**config.mk**
```make
export PLATFORM = sky130hd
export DESIGN_NAME = cdt_timer
export DESIGN_NICKNAME = d
export VERILOG_FILES = /design/src/rtl/cdt_pkg.sv /design/src/rtl/cdt_decode.sv /design/src/rtl/cdt_counter.sv /design/src/rtl/cdt_irq.sv /design/src/rtl/cdt_timer.sv
export SDC_FILE = /design/constraint.sdc
export NUM_CORES = 1
export LEC_CHECK = 0
export CORE_UTILIZATION = 39
export DETAILED_ROUTE_END_ITERATION = 10
export GPL_TIMING_DRIVEN = 0
export HOLD_SLACK_MARGIN = 0.06
export PLACE_DENSITY_LB_ADDON = 0.12
export RECOVER_POWER = 50
export SLEW_MARGIN = 15
export SYNTH_ARGS = -nofsm -noshare
export SYNTH_HDL_FRONTEND = slang
export SYNTH_HIERARCHICAL = 1
export SYNTH_SLANG_ARGS = --single-unit
```
**constraint.sdc**
```tcl
create_clock -name clk -period 11.8 [get_ports clk]
set_clock_uncertainty 0.15 [all_clocks]
set_input_delay 2.95 -clock clk [delete_from_list [all_inputs] [get_ports clk]]
set_output_delay 2.95 -clock clk [all_outputs]
set_load 0.02 [all_outputs]
```
**src/rtl/cdt_pkg.sv**
```systemverilog
package cdt_pkg;
  localparam int ADDR_W = 8;
  localparam int DATA_W = 32;
  localparam int CNT_W  = 56;

  localparam logic [ADDR_W-1:0] OFS_LOW  = 8'h00;
  localparam logic [ADDR_W-1:0] OFS_CTRL = 8'h04;
  localparam logic [ADDR_W-1:0] OFS_MSET = 8'h2c;
  localparam logic [ADDR_W-1:0] OFS_MCLR = 8'h30;
  localparam logic [ADDR_W-1:0] OFS_ACK  = 8'h34;

  localparam int BIT_RUN  = 24;
  localparam int BIT_RPT  = 28;
  localparam int BIT_LOAD = 30;

  typedef struct packed {
    logic low_wr;
    logic ctrl_wr;
    logic mask_set;
    logic mask_clr;
    logic ack;
  } cdt_strobe_t;
endpackage

```
**src/rtl/cdt_decode.sv**
```systemverilog
module cdt_decode
  import cdt_pkg::*;
(
  input  logic [ADDR_W-1:0] addr,
  input  logic              wr_en,
  input  logic [DATA_W-1:0] wr_data,
  output cdt_strobe_t       stb
);
  always_comb begin
    stb          = '0;
    stb.low_wr   = wr_en && (addr == OFS_LOW);
    stb.ctrl_wr  = wr_en && (addr == OFS_CTRL);
    stb.mask_set = wr_en && (addr == OFS_MSET) && wr_data[0];
    stb.mask_clr = wr_en && (addr == OFS_MCLR) && wr_data[0];
    stb.ack      = wr_en && (addr == OFS_ACK)  && wr_data[0];
  end
endmodule

```
**src/rtl/cdt_counter.sv**
```systemverilog
module cdt_counter
  import cdt_pkg::*;
#(
  parameter int W    = CNT_W,
  parameter int LO_W = DATA_W
) (
  input  logic              clk,
  input  logic              rst_n,
  input  logic              tick_en,
  input  logic              low_wr,
  input  logic              ctrl_wr,
  input  logic [DATA_W-1:0] wr_data,
  output logic [W-1:0]      count,
  output logic              run,
  output logic              rpt,
  output logic              expire
);
  localparam int HI_W = W - LO_W;

  logic [LO_W-1:0] stage_q, stage_d;
  logic [W-1:0]    count_q, count_d, reload_q, reload_d;
  logic            run_q, run_d, rpt_q, rpt_d;
  logic            step;

  assign step   = run_q && tick_en && !ctrl_wr;
  assign expire = step && (count_q <= W'(1));

  always_comb begin
    stage_d  = low_wr ? wr_data[LO_W-1:0] : stage_q;
    count_d  = count_q;
    reload_d = reload_q;
    run_d    = run_q;
    rpt_d    = rpt_q;
    if (ctrl_wr) begin
      run_d = wr_data[BIT_RUN];
      rpt_d = wr_data[BIT_RPT];
      if (wr_data[BIT_LOAD]) begin
        count_d  = {wr_data[HI_W-1:0], stage_q};
        reload_d = {wr_data[HI_W-1:0], stage_q};
      end
    end else if (expire) begin
      if (rpt_q) begin
        count_d = reload_q;
      end else begin
        count_d = '0;
        run_d   = 1'b0;
      end
    end else if (step) begin
      count_d = count_q - W'(1);
    end
  end

  always_ff @(posedge clk or negedge rst_n) begin
    if (!rst_n) begin
      stage_q  <= '0;
      count_q  <= '0;
      reload_q <= '0;
      run_q    <= 1'b0;
      rpt_q    <= 1'b0;
    end else begin
      stage_q  <= stage_d;
      count_q  <= count_d;
      reload_q <= reload_d;
      run_q    <= run_d;
      rpt_q    <= rpt_d;
    end
  end

  assign count = count_q;
  assign run   = run_q;
  assign rpt   = rpt_q;

  assert_oneshot_halt_R4: assert property (@(posedge clk) disable iff (!rst_n)
    (expire && !rpt_q) |=> (!run_q && count_q == '0))
    else $error("one-shot expiry did not halt");

  assert_repeat_reload_R5: assert property (@(posedge clk) disable iff (!rst_n)
    (expire && rpt_q) |=> (run_q && count_q == $past(reload_q)))
    else $error("repeat expiry did not reload");

  assert_hold_idle_R3: assert property (@(posedge clk) disable iff (!rst_n)
    (!ctrl_wr && !(run_q && tick_en)) |=> $stable(count_q))
    else $error("count moved without a tick");
endmodule

```
**src/rtl/cdt_irq.sv**
```systemverilog
module cdt_irq (
  input  logic clk,
  input  logic rst_n,
  input  logic expire,
  input  logic mask_set,
  input  logic mask_clr,
  input  logic ack,
  output logic pending,
  output logic unmasked,
  output logic irq
);
  logic pend_q, pend_d, umask_q, umask_d;

  always_comb begin
    pend_d  = expire | (pend_q & ~ack);
    umask_d = umask_q;
    if (mask_set)      umask_d = 1'b1;
    else if (mask_clr) umask_d = 1'b0;
  end

  always_ff @(posedge clk or negedge rst_n) begin
    if (!rst_n) begin
      pend_q  <= 1'b0;
      umask_q <= 1'b0;
    end else begin
      pend_q  <= pend_d;
      umask_q <= umask_d;
    end
  end

  assign pending  = pend_q;
  assign unmasked = umask_q;
  assign irq      = pend_q & umask_q;

  assert_expiry_wins_R11: assert property (@(posedge clk) disable iff (!rst_n)
    expire |=> pend_q)
    else $error("expiry lost");

  assert_ack_clears_R9: assert property (@(posedge clk) disable iff (!rst_n)
    (ack && !expire) |=> !pend_q)
    else $error("ack did not clear");

  assert_mask_clr_R8: assert property (@(posedge clk) disable iff (!rst_n)
    (mask_clr && !mask_set) |=> !irq)
    else $error("irq active after mask");

  assert_mask_set_R7: assert property (@(posedge clk) disable iff (!rst_n)
    mask_set |=> umask_q)
    else $error("unmask ignored");
endmodule

```
**src/rtl/cdt_timer.sv**
```systemverilog
module cdt_timer
  import cdt_pkg::*;
(
  input  logic              clk,
  input  logic              rst_n,
  input  logic              tick_en,
  input  logic [ADDR_W-1:0] addr,
  input  logic              wr_en,
  input  logic [DATA_W-1:0] wr_data,
  output logic [DATA_W-1:0] rd_data,
  output logic              irq
);
  localparam int HI_W = CNT_W - DATA_W;

  logic        rst_s1, rst_s2;
  cdt_strobe_t stb;
  logic [CNT_W-1:0] count;
  logic run, rpt, expire, pending, unmasked;

  always_ff @(posedge clk or negedge rst_n) begin
    if (!rst_n) begin
      rst_s1 <= 1'b0;
      rst_s2 <= 1'b0;
    end else begin
      rst_s1 <= 1'b1;
      rst_s2 <= rst_s1;
    end
  end

  cdt_decode u_dec (.addr(addr), .wr_en(wr_en), .wr_data(wr_data), .stb(stb));

  cdt_counter #(.W(CNT_W), .LO_W(DATA_W)) u_cnt (
    .clk(clk), .rst_n(rst_s2), .tick_en(tick_en),
    .low_wr(stb.low_wr), .ctrl_wr(stb.ctrl_wr), .wr_data(wr_data),
    .count(count), .run(run), .rpt(rpt), .expire(expire));

  cdt_irq u_irq (
    .clk(clk), .rst_n(rst_s2), .expire(expire),
    .mask_set(stb.mask_set), .mask_clr(stb.mask_clr), .ack(stb.ack),
    .pending(pending), .unmasked(unmasked), .irq(irq));

  always_comb begin
    rd_data = '0;
    case (addr)
      OFS_LOW:  rd_data = count[DATA_W-1:0];
      OFS_CTRL: begin
        rd_data[HI_W-1:0] = count[CNT_W-1:DATA_W];
        rd_data[BIT_RUN]  = run;
        rd_data[BIT_RPT]  = rpt;
      end
      OFS_ACK:  rd_data[1:0] = {unmasked, pending};
      default:  rd_data = '0;
    endcase
  end

  assert_reset_quiet_R1: assert property (@(posedge clk)
    !rst_s2 |=> !irq)
    else $error("irq during reset");
endmodule

```
Word level (Yosys, flattened, before mapping) --
Cells that the tools add are included.
Word-level totals: register bits after elaboration 150, input port bits 44
Cells by class: add/subtract/negate cells 1, $lt $le $gt $ge 1, eq/ne operators 6, multiplexer cells 15, bitwise operators 4, reduce and logical (&&, ||, !) cells 19
Operator list (count):
- 56-bit 2-to-1 mux | 5
- 56-bit by 1-bit <= comparator with 1-bit output, second input constant | 1
- 56-bit by 1-bit subtractor with 56-bit output, second input constant | 1
- 23-bit one-hot mux with 2 select lines | 1
- 8-bit by 6-bit == test with 1-bit output, second input constant | 3
- 1-bit logical AND | 11
- 8-bit by 3-bit == test with 1-bit output, second input constant | 1
- 8-bit logical NOT | 1
- 3-bit 2-to-1 mux | 2
- 2-bit one-hot mux with 3 select lines | 1
- 2-bit AND reduction | 3
- 1-bit 2-to-1 mux | 5
- 2-bit nonzero test | 2
- 3-bit nonzero test | 1
- 1-bit AND | 2
- 2-bit by 1-bit != test with 1-bit output, second input constant | 1
- 2-bit != test, second input constant | 1
- 1-bit one-hot mux with 2 select lines | 1
- 1-bit logical NOT | 1
- 1-bit inverter | 1
- 1-bit bitwise OR | 1

Depth between registers and ports, before layout --
word-level depth 7, mapped depth 10, gate-level depth less buffers 8

Hierarchy --
The synthesis kept the hierarchy.
Modules (own cells, without submodules):
- cdt_counter | times used 1, cells each 708, area an instance 7608.5 um^2, seq. area each 3653.5 um^2
- cdt_timer | times used 1, cells each 75, area an instance 573.0 um^2, seq. area each 50.0 um^2
- cdt_decode | times used 1, cells each 12, area an instance 106.4 um^2, seq. area each 0.0 um^2
- cdt_irq | times used 1, cells each 7, area an instance 78.8 um^2, seq. area each 50.0 um^2

Least setup slack after synthesis --
OpenSTA, ideal clock, no wires.
kind input -> output, start point input port addr[3], end point output port rd_data[27], data arrival time 3834 ps, path slack 4866 ps, cell stages on the path 3, buffers on the path 0, path through nor3_4 nand3_2 nor3b_1
On the way: word-level cells in the longest chain between the ends 2
RTL lines:
- start: declaration | line cdt_timer.sv:7 | input logic [ADDR_W-1:0] addr,
- 8-bit logical NOT | line cdt_timer.sv:44 | case (addr)
- 3-bit 2-to-1 mux | line cdt_timer.sv:44
- end: declaration | line cdt_timer.sv:10 | output logic [DATA_W-1:0] rd_data,
Every way passes these cells.

Final worst setup path --
start point input port addr[1], end point output port rd_data[11]
On the way: word-level cells in the longest chain between the ends 2, elaborated cells on any way between the ends 3, classes of those cells 1 x eq/ne; 1 x mux; 1 x reduce/logical
RTL lines (line):
- 8-bit by 3-bit == test with 1-bit output / 8-bit logical NOT (equally long branches) | cdt_timer.sv:44
- 23-bit one-hot mux with 2 select lines (*) | cdt_timer.sv:44
Every way passes the cells marked *; elsewhere a longest branch is shown, timed or not.

==> Flow_metrics.wiki <==
{| class="wikitable"
! Metric !! Value
|-
| Status || complete, but fails checks
|-
| Violated checks || max-capacitance violations, max-slew violations
|-
| Gate count after technology mapping || around 800
|-
| Layout overhead on the synthesized area || 20.2%
|-
| Total half-perimeter wirelength after legalization and detailed placement || 19.6 mm
|-
| TritonCTS clock tree || yes
|-
| Diode insertion count for antenna repair || 0
|-
| CP endpoint kind || primary output
|-
| Least-Margin Pin Slew || 3110 ps
|-
| Post-route DRC || 0
|-
| Cell depth of the worst min-delay path || 0
|-
| Post-route minimum period || around 8300 ps
|-
| Routed metal-1 wire length || about 13 mm
|-
| Worst setup slack before clock tree synthesis || 3590 ps
|-
| Share of the synthesized area in the top cell type || between 40 and 50%
|-
| Post-Synthesis Net Count || between 800 and 900
|-
| Count of unique library cells instantiated by Yosys || 65
|-
| Count of buffers added by post-CTS timing repair for setup || 0
|-
| Via-per-instance ratio || ~5.9
|-
| Primary flip-flop cell chosen by synthesis mapping || sky130_fd_sc_hd__dfrtp_1
|-
| Floorplan die area || between 20000 and 25000 um^2
|-
| Number of hold buffers added after cts || 0
|-
| Setup repair after global routing missed its margin || no
|-
| Antenna violations before repair || 0
|-
| Final weighted congestion in routability-driven placement || 0.900
|-
| Via count of the first global-routing pass || 6863
|-
| Maximum ir drop on the vdd rail || around 0.075 mV
|-
| FF-to-FF setup slack || about 7400 ps
|-
| Uppermost metal layer occupied by signal nets || met4
|-
| Total clock buffers created by CTS || 17
|-
| Layout Nets || ~940
|-
| Routed wl met2 || 12.9 mm
|-
| Worst setup margin || around 3500 ps
|-
| Overflow after GRT || 0
|-
| Setup Crit Path Kind || in -> out
|-
| Pin count of the biggest net entering global routing || 58
|-
| Post-cts sizing count || 0
|-
| Final routed wirelength across all metal layers || 28.2 mm
|-
| Routed length on met3 || between 1.5 and 2 mm
|-
| First-pass GRT wire length || 43.5 mm
|-
| Count of pins on the block boundary || 77
|-
| Data arrival time of the critical path || around 5200 ps
|-
| Number of warning messages in the yosys log || 6
|-
| Part of the Yosys area used for sequential elements || between 40% and 50%
|-
| Hold Fails Final Rpt || 0
|-
| Number of maximum-capacitance constraint violations || 2
|-
| Fraction of layout instances using a drive strength above 1 || between 10% and 20%
|-
| Total of buffers placed on input and output ports || 75
|-
| Final setup vio count || 0
|-
| H-tree levels || 4
|-
| Setup TNS Final || 0 ps
|-
| Clock Tree Buf Depth || 2
|-
| Power Internal || roughly 1.1 mW
|-
| Mean post-synth cell area || roughly 10 um^2
|-
| Clock-pin slew reported for the worst setup and hold paths after clock tree synthesis || around 70 ps
|-
| Global Route Usage Sum || 26.9%
|-
| Clock power share || between 30 and 40%
|-
| Cell area after synthesis || approximately 8400 um^2
|-
| Number of synthesized register bits || 150
|-
| Leakage || about 4.1 nW
|-
| Final routed wire length divided by cell count || ~24 um
|-
| Final instance area || around 10000 um^2
|-
| Pwr dens || ~180 nW/um^2
|-
| Cell Rows || 53
|-
| Insertion delay of the later-clocked pin in the worst-skew pair || between 400 and 500 ps
|-
| Overall power || roughly 1.8 mW
|-
| Total via count after detailed routing || approximately 7000
|-
| Max Clk Rate || 121 MHz
|-
| Most area-consuming cells after synthesis || sky130_fd_sc_hd__dfrtp_1, sky130_fd_sc_hd__mux2_2, sky130_fd_sc_hd__xnor2_1
|-
| Type of the most critical hold path || reg -> reg
|-
| Worst Reg-to-Reg Cells || 1
|-
| Area post-placement || between 9000 and 10000 um^2
|-
| Die height || approximately 150 um
|-
| Share of synthesized registers carrying an async set or reset || 100%
|-
| Remaining number of nets flagged by the antenna check after routing || 0
|-
| Proportion of power drawn by flip-flops and latches || 41.8%
|-
| Switching power total || roughly 0.65 mW
|-
| Worst slew margin relative to its limit || -107%
|-
| Number of detailed-route iterations in the first pass || 5
|-
| Fin. max-slew vios || 115
|-
| Switching power share of the total || between 30% and 40%
|-
| Kind of launch point of the worst setup path || input pin
|-
| Root Driver || sky130_fd_sc_hd__clkbuf_16
|-
| Effective utilization at floorplan || ~40%
|-
| # clock sinks || 150
|-
| Highest net fanout along the worst path || 10
|-
| Fraction of power consumed by combinational cells || around 27%
|-
| Required time of the critical path || 8700 ps
|-
| Number of DRC markers in iteration 0 || between 600 and 700
|-
| Die Span X || between 100 and 150 um
|-
| Util after Layout || approximately 48%
|-
| EDFF count, synth || 0
|-
| Fin crit share || 70.2%
|-
| Core Region || ~21000 um^2
|-
| Leading area contributor after synthesis || sky130_fd_sc_hd__dfrtp_1
|}
==> placed cells by master (no fill, tap or decap), drive strengths merged, types with 6 or more instances in the layout <==
cell type and n:
clkdlybuf4s50 72, a31oi 7, nand4 9, inv 8
xnor2 34, dfrtp 150, or3 14, nor4 26
o21ai 58, nand2 36, nor3b 8, nor3 27
nand3b 37, mux2 97, nand3 16, nor2 53
a22oi 12, a21oi 34, buf 18, clkinv 6
mux2i 26, xor2 17, a211oi 27, clkbuf 60
==> Yosys cell counts (2+ instances only) <==
master and count:
sky130_fd_sc_hd__nor3b_1 3, sky130_fd_sc_hd__or2_2 5, sky130_fd_sc_hd__and4_1 2, sky130_fd_sc_hd__nor4_1 23, sky130_fd_sc_hd__nor3_2 3, sky130_fd_sc_hd__nand3_1 14, sky130_fd_sc_hd__o22ai_1 2, sky130_fd_sc_hd__a22oi_1 12
sky130_fd_sc_hd__or4_1 5, sky130_fd_sc_hd__clkbuf_1 37, sky130_fd_sc_hd__o21ai_1 10, sky130_fd_sc_hd__xor2_1 17, sky130_fd_sc_hd__nor2_1 53, sky130_fd_sc_hd__or3_1 14, sky130_fd_sc_hd__o21ai_0 48, sky130_fd_sc_hd__buf_2 11
sky130_fd_sc_hd__nor3b_2 5, sky130_fd_sc_hd__ha_1 2, sky130_fd_sc_hd__mux2_1 3, sky130_fd_sc_hd__buf_6 2, sky130_fd_sc_hd__buf_4 2, sky130_fd_sc_hd__buf_1 4, sky130_fd_sc_hd__nor4_2 2, sky130_fd_sc_hd__nand3_2 2
sky130_fd_sc_hd__nand2_1 36, sky130_fd_sc_hd__nor3_1 22, sky130_fd_sc_hd__dfrtp_1 150, sky130_fd_sc_hd__a21o_1 3, sky130_fd_sc_hd__a222oi_1 4, sky130_fd_sc_hd__nand4_1 9, sky130_fd_sc_hd__inv_1 5, sky130_fd_sc_hd__and2_1 2
sky130_fd_sc_hd__a22o_1 4, sky130_fd_sc_hd__nand3b_1 36, sky130_fd_sc_hd__nor3_4 2, sky130_fd_sc_hd__a21oi_1 34, sky130_fd_sc_hd__nand4b_1 2, sky130_fd_sc_hd__a211oi_1 27, sky130_fd_sc_hd__mux2i_1 26, sky130_fd_sc_hd__xnor2_1 34
sky130_fd_sc_hd__mux2_2 94, sky130_fd_sc_hd__nand2b_1 2, sky130_fd_sc_hd__a31oi_1 7
==> critical path, stage by stage <==
cell and delay (ps):
sky130_fd_sc_hd__dlygate4sd3_1 640, sky130_fd_sc_hd__nor3_4 250, sky130_fd_sc_hd__nand3_2 210, sky130_fd_sc_hd__buf_2 280, sky130_fd_sc_hd__nor2_1 210, sky130_fd_sc_hd__clkdlybuf4s50_1 630
==> power groups by stage <==
stage          clock [mW]  combinational (mW)  sequential (mW)
3_5_place_dp            0               0.471            0.750
3_3_place_gp            0               0.458            0.758
6_report            0.554               0.480            0.744
5_1_grt             0.588               0.526            0.761
2_1_floorplan           0               0.343            0.702
4_1_cts             0.564               0.474            0.742
==> sequential cells by signal, summed over array words and instances, names as in the netlist <==
register and cells:
rst_s1 1, u_cnt/reload_q 56, u_irq/unmasked 1, u_cnt/run 1, u_irq/pending 1, u_cnt/count 56, rst_s2 1, u_cnt/stage_q 32
u_cnt/rpt 1
==> kinds of logic after synthesis <==
kind of cell / synth area share (%)
buffers and inverters: 3.23
other: 0.0448
adder cells (fa/ha/maj): 0.299
AND/OR/NAND/NOR: 18.3
XOR/XNOR: 5.34
flip-flops: 44.9
AO/OA/AOI/OAI: 11.7
multiplexers: 16.2
==> through the flow <==
step | instances | hold WS (ps)
after global placement | 1152 | 184
final | 1186 | 201
after floorplan | 802 | 181
after global routing | 1186 | 205
after detailed placement | 1154 | 188
after CTS | 1186 | 195
==> per-layer routing <==
metal / global-route usage (%) / vias up
met2: 41.0 / 285
met3: 4.91 / 42
met5: 0 / -
li1: - / 3151
met1: 38.3 / 3477
met4: 9.38 / 0
==> area by class of cell <==
type                       count  area (um^2)
fill                        1968        11000
multi-input combinational    590         4340
sequential                   150         3750
timing repair buffer          77          758
clock buffer                  19          443
tap                          275          344
buffer                        57          251
clock inverter                13          146
inverter                       5         18.8
==> path summary, 6_finish.rpt <==
| kind | start | end |
|---|---|---|
| min | rst_s1 | rst_s2 |
| min in group asynchronous | rst_s2 | u_irq/unmasked |
| max reg2reg | rst_s2 | u_cnt/reload_q[49] |
| min reg2reg | rst_s1 | rst_s2 |
| max | addr[1] | rd_data[11] |
| max in group asynchronous | rst_s2 | u_cnt/reload_q[49] |
No activity file was read; power rests on OpenSTA's default activity.
